### src/rtl/adc_seq_pkg.sv
package adc_seq_pkg;
  localparam int CH_W  = 3;
  localparam int BUS_W = 16;
  localparam logic [CH_W-1:0] CH_TOP = '1;
  localparam logic [1:0] VR_RUN  = 2'd3;
  localparam logic [1:0] TRG_SW  = 2'd0;
  localparam logic [1:0] TRG_EXT = 2'd1;
  localparam logic [1:0] TRG_TMR = 2'd2;

  typedef struct packed {
    logic            mod_en;
    logic            run;
    logic            cont;
    logic [1:0]      trig;
    logic [1:0]      vrange;
    logic [CH_W-1:0] first_ch;
    logic [CH_W-1:0] last_ch;
  } ctrl_t;

  typedef enum logic [1:0] {ST_IDLE, ST_ARMED, ST_CONV} seq_state_e;
endpackage

### src/rtl/adc_seq_regs.sv
module adc_seq_regs
  import adc_seq_pkg::*;
#(
  parameter int RES_W = 12
) (
  input  logic             clk_i,
  input  logic             rst_ni,
  input  logic             wr_en_i,
  input  logic             rd_en_i,
  input  logic [1:0]       addr_i,
  input  logic [BUS_W-1:0] wdata_i,
  output logic [BUS_W-1:0] rdata_o,
  input  logic             done_evt_i,
  input  logic [RES_W-1:0] res_i,
  input  logic             busy_i,
  input  logic [CH_W-1:0]  stat_ch_i,
  output ctrl_t            ctrl_o,
  output logic             irq_o
);
  localparam logic [1:0] A_CTRL = 2'd0;
  localparam logic [1:0] A_STAT = 2'd1;
  localparam logic [1:0] A_RES  = 2'd2;

  logic [BUS_W-1:0] ctrl_raw;
  logic [RES_W-1:0] result_q;
  logic done_q, ovr_q, unread_q;
  logic stat_wr, res_rd;

  assign stat_wr = wr_en_i && addr_i == A_STAT;
  assign res_rd  = rd_en_i && addr_i == A_RES;

  always_ff @(posedge clk_i or negedge rst_ni) begin
    if (!rst_ni) ctrl_raw <= '0;
    else if (wr_en_i && addr_i == A_CTRL) ctrl_raw <= wdata_i;
  end

  assign ctrl_o.mod_en   = ctrl_raw[0];
  assign ctrl_o.run      = ctrl_raw[1];
  assign ctrl_o.cont     = ctrl_raw[2];
  assign ctrl_o.trig     = ctrl_raw[4:3];
  assign ctrl_o.vrange   = ctrl_raw[6:5];
  assign ctrl_o.first_ch = ctrl_raw[8 +: CH_W];
  assign ctrl_o.last_ch  = ctrl_raw[12 +: CH_W];

  always_ff @(posedge clk_i or negedge rst_ni) begin
    if (!rst_ni) begin
      result_q <= '0;
      done_q   <= 1'b0;
      ovr_q    <= 1'b0;
      unread_q <= 1'b0;
    end else if (done_evt_i) begin
      result_q <= res_i;
      done_q   <= 1'b1;
      unread_q <= 1'b1;
      if (unread_q) ovr_q <= 1'b1;
    end else begin
      if (stat_wr && wdata_i[1]) done_q <= 1'b0;
      if (stat_wr && wdata_i[2]) ovr_q  <= 1'b0;
      if (res_rd) unread_q <= 1'b0;
    end
  end

  assign irq_o = done_q;

  always_comb begin
    rdata_o = '0;
    case (addr_i)
      A_CTRL: rdata_o = ctrl_raw;
      A_STAT: begin
        rdata_o[0]          = busy_i;
        rdata_o[1]          = done_q;
        rdata_o[2]          = ovr_q;
        rdata_o[4 +: CH_W]  = stat_ch_i;
      end
      A_RES:   rdata_o[RES_W-1:0] = result_q;
      default: rdata_o = '0;
    endcase
  end
endmodule

### src/rtl/adc_seq_run_filt.sv
module adc_seq_run_filt #(
  parameter int SET_TICKS = 1,
  parameter int CLR_TICKS = 2
) (
  input  logic clk_i,
  input  logic rst_ni,
  input  logic en_i,
  input  logic tick_i,
  input  logic run_i,
  output logic run_o
);
  localparam int MAXT  = (SET_TICKS > CLR_TICKS) ? SET_TICKS : CLR_TICKS;
  localparam int CNT_W = $clog2(MAXT + 1);

  logic [CNT_W-1:0] hi_cnt, lo_cnt;

  always_ff @(posedge clk_i or negedge rst_ni) begin
    if (!rst_ni) begin
      hi_cnt <= '0;
      lo_cnt <= '0;
      run_o  <= 1'b0;
    end else if (!en_i) begin
      hi_cnt <= '0;
      lo_cnt <= '0;
      run_o  <= 1'b0;
    end else if (tick_i) begin
      if (run_i) begin
        lo_cnt <= '0;
        if (hi_cnt == CNT_W'(SET_TICKS - 1)) run_o <= 1'b1;
        else hi_cnt <= hi_cnt + 1'b1;
      end else begin
        hi_cnt <= '0;
        if (lo_cnt == CNT_W'(CLR_TICKS - 1)) run_o <= 1'b0;
        else lo_cnt <= lo_cnt + 1'b1;
      end
    end
  end
endmodule

### src/rtl/adc_seq_trig.sv
module adc_seq_trig
  import adc_seq_pkg::*;
#(
  parameter int SYNC_STAGES = 2
) (
  input  logic       clk_i,
  input  logic       rst_ni,
  input  logic [1:0] src_i,
  input  logic       ext_i,
  input  logic       tmr_uf_i,
  output logic       trig_o
);
  logic [SYNC_STAGES:0] sync_q;

  always_ff @(posedge clk_i or negedge rst_ni) begin
    if (!rst_ni) sync_q <= '0;
    else sync_q <= {sync_q[SYNC_STAGES-1:0], ext_i};
  end

  logic ext_rise;
  assign ext_rise = sync_q[SYNC_STAGES-1] && !sync_q[SYNC_STAGES];

  always_comb begin
    case (src_i)
      TRG_EXT: trig_o = ext_rise;
      TRG_TMR: trig_o = tmr_uf_i;
      default: trig_o = 1'b0;
    endcase
  end
endmodule

### src/rtl/adc_seq_fsm.sv
module adc_seq_fsm
  import adc_seq_pkg::*;
(
  input  logic            clk_i,
  input  logic            rst_ni,
  input  ctrl_t           ctrl_i,
  input  logic            run_f_i,
  input  logic            trig_i,
  input  logic            done_i,
  output logic [CH_W-1:0] ch_o,
  output logic            start_o,
  output logic            busy_o,
  output logic            done_evt_o,
  output logic [CH_W-1:0] stat_ch_o
);
  seq_state_e      state_q;
  logic [CH_W-1:0] cur_q;
  logic            run_d;
  logic            run_rise, last_pass;

  function automatic logic [CH_W-1:0] shown(input logic [CH_W-1:0] c);
    return (c == CH_TOP) ? '0 : c;
  endfunction

  assign run_rise   = run_f_i && !run_d;
  assign last_pass  = cur_q >= ctrl_i.last_ch;
  assign busy_o     = state_q == ST_CONV;
  assign done_evt_o = busy_o && done_i;
  assign ch_o       = cur_q;

  always_ff @(posedge clk_i or negedge rst_ni) begin
    if (!rst_ni) begin
      state_q   <= ST_IDLE;
      cur_q     <= '0;
      stat_ch_o <= '0;
      run_d     <= 1'b0;
      start_o   <= 1'b0;
    end else begin
      run_d   <= run_f_i;
      start_o <= 1'b0;
      if (!ctrl_i.mod_en) begin
        state_q <= ST_IDLE;
      end else begin
        case (state_q)
          ST_IDLE: begin
            if (run_rise && ctrl_i.vrange == VR_RUN) begin
              cur_q     <= ctrl_i.first_ch;
              stat_ch_o <= ctrl_i.first_ch;
              if (ctrl_i.trig == TRG_SW) begin
                state_q <= ST_CONV;
                start_o <= 1'b1;
              end else begin
                state_q <= ST_ARMED;
              end
            end
          end
          ST_ARMED: begin
            if (!run_f_i) begin
              state_q <= ST_IDLE;
            end else if (trig_i) begin
              state_q   <= ST_CONV;
              start_o   <= 1'b1;
              stat_ch_o <= cur_q;
            end
          end
          ST_CONV: begin
            if (done_i) begin
              if (!run_f_i || (last_pass && !ctrl_i.cont)) begin
                state_q   <= ST_IDLE;
                stat_ch_o <= shown(cur_q);
              end else if (last_pass) begin
                cur_q <= ctrl_i.first_ch;
                if (ctrl_i.trig == TRG_SW) begin
                  start_o   <= 1'b1;
                  stat_ch_o <= ctrl_i.first_ch;
                end else begin
                  state_q   <= ST_ARMED;
                  stat_ch_o <= shown(cur_q);
                end
              end else begin
                cur_q     <= cur_q + 1'b1;
                stat_ch_o <= cur_q + 1'b1;
                start_o   <= 1'b1;
              end
            end
          end
          default: state_q <= ST_IDLE;
        endcase
      end
    end
  end
endmodule

### src/rtl/adc_seq_ctrl.sv
module adc_seq_ctrl
  import adc_seq_pkg::*;
#(
  parameter int RES_W     = 12,
  parameter int SET_TICKS = 1,
  parameter int CLR_TICKS = 2
) (
  input  logic             clk_i,
  input  logic             rst_ni,
  input  logic             wr_en_i,
  input  logic             rd_en_i,
  input  logic [1:0]       addr_i,
  input  logic [BUS_W-1:0] wdata_i,
  output logic [BUS_W-1:0] rdata_o,
  input  logic             tick_i,
  input  logic             ext_trig_i,
  input  logic             tmr_uf_i,
  output logic [CH_W-1:0]  conv_ch_o,
  output logic             conv_start_o,
  input  logic             conv_done_i,
  input  logic [RES_W-1:0] conv_data_i,
  output logic             busy_o,
  output logic             irq_o
);
  ctrl_t           ctrl;
  logic            mod_en, run_f, trig, done_evt;
  logic [CH_W-1:0] stat_ch;

  assign mod_en = ctrl.mod_en;

  adc_seq_regs #(.RES_W(RES_W)) u_regs (
    .clk_i(clk_i), .rst_ni(rst_ni), .wr_en_i(wr_en_i), .rd_en_i(rd_en_i),
    .addr_i(addr_i), .wdata_i(wdata_i), .rdata_o(rdata_o),
    .done_evt_i(done_evt), .res_i(conv_data_i), .busy_i(busy_o),
    .stat_ch_i(stat_ch), .ctrl_o(ctrl), .irq_o(irq_o)
  );

  adc_seq_run_filt #(.SET_TICKS(SET_TICKS), .CLR_TICKS(CLR_TICKS)) u_filt (
    .clk_i(clk_i), .rst_ni(rst_ni), .en_i(mod_en), .tick_i(tick_i),
    .run_i(ctrl.run), .run_o(run_f)
  );

  adc_seq_trig u_trig (
    .clk_i(clk_i), .rst_ni(rst_ni), .src_i(ctrl.trig), .ext_i(ext_trig_i),
    .tmr_uf_i(tmr_uf_i), .trig_o(trig)
  );

  adc_seq_fsm u_fsm (
    .clk_i(clk_i), .rst_ni(rst_ni), .ctrl_i(ctrl), .run_f_i(run_f),
    .trig_i(trig), .done_i(conv_done_i), .ch_o(conv_ch_o),
    .start_o(conv_start_o), .busy_o(busy_o), .done_evt_o(done_evt),
    .stat_ch_o(stat_ch)
  );
endmodule

### config.mk
export PLATFORM = sky130hd
export DESIGN_NAME = adc_seq_ctrl
export DESIGN_NICKNAME = d
export VERILOG_FILES = /design/src/rtl/adc_seq_pkg.sv /design/src/rtl/adc_seq_regs.sv /design/src/rtl/adc_seq_run_filt.sv /design/src/rtl/adc_seq_trig.sv /design/src/rtl/adc_seq_fsm.sv /design/src/rtl/adc_seq_ctrl.sv
export SDC_FILE = /design/constraint.sdc
export NUM_CORES = 1
export LEC_CHECK = 0
export BUFFER_PORTS_ARGS = -buffer_cell sky130_fd_sc_hd__buf_2
export CAP_MARGIN = 20
export CORE_ASPECT_RATIO = 0.5
export CORE_UTILIZATION = 36
export CTS_BUF_LIST = sky130_fd_sc_hd__clkbuf_8 sky130_fd_sc_hd__clkbuf_16
export DETAILED_ROUTE_END_ITERATION = 8
export GPL_ROUTABILITY_DRIVEN = 1
export PLACE_DENSITY = 0.57
export SETUP_SLACK_MARGIN = 0.3
export SYNTH_ARGS = -nofsm -noshare
export SYNTH_HDL_FRONTEND = slang
export SYNTH_SLANG_ARGS = --single-unit
### constraint.sdc
create_clock -name clk_i -period 2.5 [get_ports clk_i]
set_input_delay 0.25 -clock clk_i [delete_from_list [all_inputs] [get_ports clk_i]]
set_output_delay 0.25 -clock clk_i [all_outputs]
set_load 0.03 [all_outputs]
==> impl_results.md, run 1 <==
* Status: finished with violations
* Violated checks: design-rule violations
* Final slew viol count at 0
* Leak at 0.00161 uW
* Uppermost layer routed: met4
* Max cap viols at 0
* CP required at 2.67 ns
* Startpoint Class: register
* Crit path launch: u_fsm.ch_o[2]$_DFFE_PN0P_
* Routed len/inst at 14.4 um
* Achievable Freq at 486 MHz
* Vias in the first global route at 2234
* Worst Hold Path EP: u_trig.sync_q[0]$_DFF_PN0_
* Tot Pwr at 3270 uW
* CTS buffer count at 5
* Pre-antenna DRT Iters at 6
* Yosys top cell by area: dfrtp_1
* WL met1 at 2990 um
* DR iter-0 viols at 140
* TNS Setup at 0 ns
* HP Class: primary input to register
* R2r setup slk at 0.44 ns
* Final Hold Fails at 0
* Max clock buf depth at 2
* Core area at 7320 sq um
* Distinct cells, synth at 40
* Cells on worst reg2reg path at 7
* Cell Area, Synth at 2730 sq um
* Power Density at 995 nW/um^2
* Layout cell share with drive strength beyond 1 at 32.3%
* DPL Wire Length at 4800 um
* Critical path class: register to register
* Post-synth EDFFs at 0
* Final wirelength at 6200 um
* Area share of fa/ha/maj cells after synthesis at 6.88%
* Crit path time final at 2.06 ns
* Initial antenna violation count at 0
* Most frequent cells after synthesis: dfrtp_1 (49), nand2_1 (37), mux2_2 (26)
* Met2 Wirelength at 2880 um
* H-tree Lvls at 2
* Remaining global-route overflow at 0
* Worst Max-Slew Pin Slew at 0.541 ns
* Crit path max fanout at 7
* Min-Delay Path Depth at 1
* Drc violations at 5
* Peak VDD IR at 0.338 mV
* Main synth FF type: dfrtp_1
* Nets@finish at 386
* Hold Startpoint: ext_trig_i
* Final setup margin at 0.442 ns
* CTS root buf: clkbuf_16
* Via count at 2172
* Cell Rows at 22
* Simple-Gate Fraction of Synth Area at 14.7%
* Final period util at 82.3%
* Largest net degree at the start of global routing at 24
* Placement Setup Slack at 0.314 ns
* Compound-Gate Fraction of Synth Area at 13.4%
* Global-route usage over all layers at 16.9%
* Share of the synthesized area in the top cell type at 44.9%
* Post-CTS setup buffer count at 0
* Post-synthesis mux area share at 15.5%
* IO Pins at 60
* Reg-to-Reg Start: u_fsm.ch_o[2]$_DFFE_PN0P_
* Critical Path Sink Type: register
* Die area at 7950 sq um
* Crit path arrival time at 2.22 ns
* Die width at 125 um
* RSZ-0062 raised after global routing: no
* Clock sink total at 49
* Finished Layout Cells at 430
* Fraction of registers with async set or reset after synthesis at 100%
* # diodes at 0
* First-pass GRT wire length at 10700 um
* Worst rel slew slack at 63.6%
* Gpl congestion at 0.824
* Most common cell in the netlist: dfrtp_1
* Post-Syn Instances at 272
* Via/cell ratio at 5.05
* Sequential share of the synthesized area at 44.9%
* Final core utilization at 44.9%
* Die Ht at 63.6 um
* Reg2reg end: u_fsm.ch_o[0]$_DFFE_PN0P_
* Synth area leaders: dfrtp_1 (45%), mux2_2 (11%), ha_1 (6.9%)
* Yosys warns at 0
* Reg clk slew, reported paths at 0.06 ns
* Post-Synth XOR/XNOR Area at 0%
* Antenna Violating Nets Remaining at 0
* Placed insts at 421
* CTS tree: done
* DR WL met3 at 283 um
* Syn nets at 325
* Clock Skews at 0.00893 ns
* Initial Util at 37.3%
* Worst-Skew Late Latency at 0.29 ns
* Syn_area_per_cell at 10.0 sq um
* Main combinational cell family by area after synthesis: multiplexers
* Syn-to-layout area delta at 20.5%
* Yosys reg bits at 49
* PortBufs at 59
* Final setup viols at 0
## final cells by class
| cell class | instances | area (sq um) |
|---|---|---|
| clock buffers | 5 | 125 |
| clock inverters | 3 | 18.8 |
| fillers | 715 | 4030 |
| inverters | 17 | 63.8 |
| multi-input cells | 194 | 1380 |
| flip-flops and latches | 49 | 1230 |
| well taps | 96 | 120 |
| repair buffers | 66 | 350 |
## timing repair
| item | 4_1_cts | 5_1_grt |
|---|---|---|
| gates resized for setup | 1 | 3 |
| pin swaps | 0 | 0 |
| endpoints found under the hold margin | 21 | 0 |
| endpoints found under the setup margin | 1 | 5 |
| cloned | 0 | 0 |
| hold buffers | 1 | 0 |
## critical path, stage by stage (launching register included)
cell,delay [ns]
dfrtp_1,0.45
ha_1,0.35
nand2_1,0.09
o21a_4,0.24
o21ai_2,0.13
a21oi_2,0.11
mux2_2,0.28
a211o_1,0.29
## worst max path at each step
stage	to	slack [ns]	depth (start not counted)
global route	u_fsm.state_q[0]$_DFFE_PN0P_	0.30	7
CTS	u_fsm.ch_o[0]$_DFFE_PN0P_	0.37	8
global placement	u_fsm.state_q[0]$_DFFE_PN0P_	0.39	8
floorplan	u_fsm.ch_o[0]$_DFFE_PN0P_	0.35	8
finish	u_fsm.ch_o[0]$_DFFE_PN0P_	0.44	7
detailed placement	u_fsm.state_q[0]$_DFFE_PN0P_	0.31	8
## cells by family after synthesis
| kind of cell | after synthesis |
|---|---|
| buffers and inverters | 29 |
| adder cells (fa/ha/maj) | 15 |
| multiplexers | 39 |
| AND/OR/NAND/NOR | 84 |
| flip-flops | 49 |
| AO/OA/AOI/OAI | 56 |
## through the flow
| step | cell area (sq um) | hold WS (ns) |
|---|---|---|
| 6_report | 3290 | 0.0723 |
| 3_3_place_gp | 3130 | 0.250 |
| 3_5_place_dp | 3130 | 0.263 |
| 5_1_grt | 3290 | 0.0699 |
| 2_1_floorplan | 2730 | -0.0456 |
| 4_1_cts | 3280 | 0.0690 |
## cells in the final DEF, fill, tap and decap left out, types with 4 or more instances in the layout
cell type  Yosys  final
o22ai_1        5      5
and2_1         5      5
mux2i_1       13     13
dfrtp_1       49     48
nor2b_1        7      7
a31oi_1        5      5
clkbuf_16      0      5
ha_1          15     14
mux2_2        26     26
nand2_1       37     37
buf_2          7     59
a21oi_1        8      7
nor2_1        18     18
o21ai_0       19     18
inv_1         17     18
nand3_1        4      4
buf_4          0      6
## power breakdown
part	switching, uW	internal (uW)	total [uW]
Combinational	785	594	1380
Sequential	207	1030	1230
Clock	291	367	658
Total	1280	1990	3270
## metal layers
metal / vias to the layer above / track usage, %
met5: - / 0
met4: 0 / 4.73
met3: 5 / 4.16
met2: 47 / 28.1
met1: 1055 / 22.1
li1: 1065 / -
## registers in the layout, summed over array words and instances (netlist names)
name	flops
u_regs.unread_q	1
u_fsm.run_d	1
u_regs.ctrl_raw	16
u_filt.hi_cnt	2
u_trig.sync_q	3
u_regs.ovr_q	1
u_regs.result_q	12
u_fsm.state_q	2
u_fsm.ch_o	3
u_fsm.stat_ch_o	3
u_filt.lo_cnt	2
u_regs.irq_o	1
u_fsm.start_o	1
u_filt.run_o	1
Note: power is estimated with default switching activity, not from simulation.
==> run 2, diff against run 1 <==
- PLACE_DENSITY: 0.57 -> 0.59
- clock period: 2.5 -> 1.8 ns (I/O delays scaled with it)
==> run 2 against run 1 <==
  * The run still ends with design-rule violations left
  * Global-route usage grew 1.1 points
  * Critical endpoint unchanged
  * Sequential share of layout area shrank 4.5 points
  * Non-clock buffer count is 36 higher
  * Via count rose by 8.1%
  * Largest power group unchanged
  * Final area rose by 14%
  * Critical path type unchanged
==> impl_results.md, run 2 (synthesized netlist as in run 1, its figures left out) <==
* Worst-path cell with the longest stage delay: dfrtp_2
* # diodes at 0 (unchanged)
* Final setup viols at 0 (unchanged)
* Design area at 3760 sq um (+14%)
* Commonest non-fill, non-tap cell in the layout: buf_2
* Gpl congestion at 0.865 (+5.1%)
* Syn-to-layout area delta at 37.9%
* Crit path arrival time at 1.96 ns (-0.26 ns)
* CTS root buf: clkbuf_16
* PortBufs at 59 (unchanged)
* Crit-path max cell delay at 0.42 ns (-0.03 ns)
* Status: finished with violations
* CTS buffer count at 5 (unchanged)
* Via/cell ratio at 5.04 (-0.21%)
* Worst rel slew slack at 70.6% (+7.0 points)
* Die width at 125 um (unchanged)
* Largest net degree at the start of global routing at 20 (-17%)
* Nets@finish at 422 (+9.3%)
* Critical path class: register to register
* Die Ht at 63.6 um (unchanged)
* Worst-path cell chain: ha_4 -> nand2_2 -> o21a_4 -> o21ai_2 -> a21oi_2 -> mux2_4 -> a211o_1
* Drc violations at 2 (-3)
* Max clock buf depth at 2 (unchanged)
* Final Hold Fails at 0 (unchanged)
* Pre-antenna DRT Iters at 9 (+3)
* Achievable Freq at 559 MHz (+15%)
* Final period util at 99.3% (+17 points)
* Filler Cells Inserted at 699 (-2.2%)
* Largest Register: u_regs.ctrl_raw
* Crit path time final at 1.79 ns (-0.270 ns)
* Vias in the first global route at 2323 (+4.0%)
* Worst-Skew Late Latency at 0.29 ns (about the same)
* Largest register FFs at 16 (unchanged)
* RSZ-0062 raised after global routing: yes
* Antenna Violating Nets Remaining at 0 (unchanged)
* Worst Max-Slew Pin Slew at 0.441 ns (-0.0995 ns)
* Die area at 7950 sq um (unchanged)
* Hold slack at 0.0869 ns (+0.0146 ns)
* Core area at 7320 sq um (unchanged)
* CP required at 1.97 ns (-0.70 ns)
* Critical Path Sink Type: register
* Clock sink total at 49 (unchanged)
* Remaining global-route overflow at 0 (unchanged)
* HP Class: primary input to register
* Crit path max fanout at 3 (-4)
* Global-route usage over all layers at 18.0% (+1.1 points)
* IO Pins at 60 (unchanged)
* Max cap viols at 0 (unchanged)
* First-pass GRT wire length at 11300 um (+5.6%)
* Layout cell share with drive strength beyond 1 at 48.4% (+16 points)
* Violated checks: design-rule violations
* Initial antenna violation count at 0 (unchanged)
* DR iter-0 viols at 122 (-13%)
* Cell Area, Placed at 3380 sq um (+7.9%)
* Final slew viol count at 0 (unchanged)
* Peak VDD IR at 0.700 mV (+110%)
* CTS tree: done
* DPL Wire Length at 4950 um (+3.0%)
* TNS Setup at 0 ns (unchanged)
* Final wirelength at 6740 um (+8.7%)
* Via count at 2349 (+8.1%)
* Cell Rows at 22 (unchanged)
* Family with the most delay on the worst path: compound AO/OA/AOI/OAI gates
* Startpoint Class: register
* Top flop regs: u_regs.ctrl_raw: 16 flops, u_regs.result_q: 12 flops
* Commonest non-fill, non-tap cells in the layout: buf_2 (57), dfrtp_1 (43), buf_4 (39)
* Routed len/inst at 14.5 um (+0.30%)
* Leak at 0.00181 uW (+12%)
* Buf/Inv on CP at 0 (unchanged)
* Initial Util at 37.3% (unchanged)
* Power Density at 1450 nW/um^2 (+45%)
* Clock Skews at 0.00551 ns (-0.00342 ns)
* H-tree Lvls at 2 (unchanged)
* Reg clk slew, reported paths at 0.07 ns (about the same)
run 2: cell types whose count changed in the layout (fill, tap and decap cells not counted), moves of 4 or more:
cell and change:
dfrtp_1 -5, dfrtp_2 +5, inv_1 -9, ha_1 -9
inv_2 +8, ha_4 +6, buf_6 +4, buf_4 +33
o21ai_0 -7, o21ai_1 +4
run 2: area by class of cell:
cell class              instances  area [sq um]  share of cell area (%)
inverters                      17          63.8                    1.70
multi-input cells             194          1540                    41.0
clock buffers                   7           153                    4.06
repair buffers                102           643                    17.1
flip-flops and latches         49          1230                    32.8
well taps                      96           120                    3.19
clock inverters                 1          5.00                   0.133
run 2: path summary, 6_finish.rpt:
| kind | end | cells after the start | slack [ns] | start |
|---|---|---|---|---|
| max reg2reg | u_fsm.ch_o[0]$_DFFE_PN0P_ | 7 | 0.01 | u_fsm.ch_o[2]$_DFFE_PN0P_ |
| min reg2reg | u_trig.sync_q[1]$_DFF_PN0_ | 0 | 0.37 | u_trig.sync_q[0]$_DFF_PN0_ |
| max in group asynchronous | u_fsm.ch_o[2]$_DFFE_PN0P_ | 3 | 0.82 | rst_ni |
| max | u_fsm.ch_o[0]$_DFFE_PN0P_ | 7 | 0.01 | u_fsm.ch_o[2]$_DFFE_PN0P_ |
| min in group asynchronous | u_regs.result_q[2]$_DFFE_PN0P_ | 2 | 0.36 | rst_ni |
| min | u_regs.ovr_q$_DFFE_PN0P_ | 2 | 0.09 | wdata_i[2] |
run 2: repair_timing:
item / 4_1_cts / 5_1_grt
hold endpoints to repair: 18 / 0
resized for setup: 31 / 14
endpoints found under the setup margin: 10 / 12
setup buffers: 8 / 1
hold buffers: 2 / 0
pin swaps: 10 / 3
run 2: layer usage:
layer  vias to the layer above  track usage [%]  routed length [um]  part of all wire (%)
met5                         -                0                   0                     0
met4                         0             4.12                  73                   1.1
met3                         9             4.16                 185                   2.7
met2                        36             29.1                3180                    47
met1                      1166             24.7                3300                    49
li1                       1138                -                   -                     -
run 2: per-stage QoR:
stage	std cells	setup WS [ns]	utilization, %	power (uW)
final	466	0.0120	51.4	5440
after global routing	466	-0.0548	51.4	5840
after CTS	465	0.00218	50.7	5350
after detailed placement	447	-0.0448	46.1	4000
after global placement	447	-0.0196	46.1	3950
after floorplan	272	-0.147	-	3200
run 2: worst reg2reg max path, cell delays in order (launching register included):
cell     delay (ns)
dfrtp_2        0.42
ha_4           0.28
nand2_2        0.05
o21a_4         0.21
o21ai_2        0.12
a21oi_2        0.08
mux2_4         0.26
a211o_1        0.26
run 2: power by group:
group	switching, uW	internal [uW]	leakage (uW)
Sequential	236	1430	0.000611
Clock	400	589	0.0000799
Combinational	1390	1390	0.00111
Total	2030	3410	0.00181
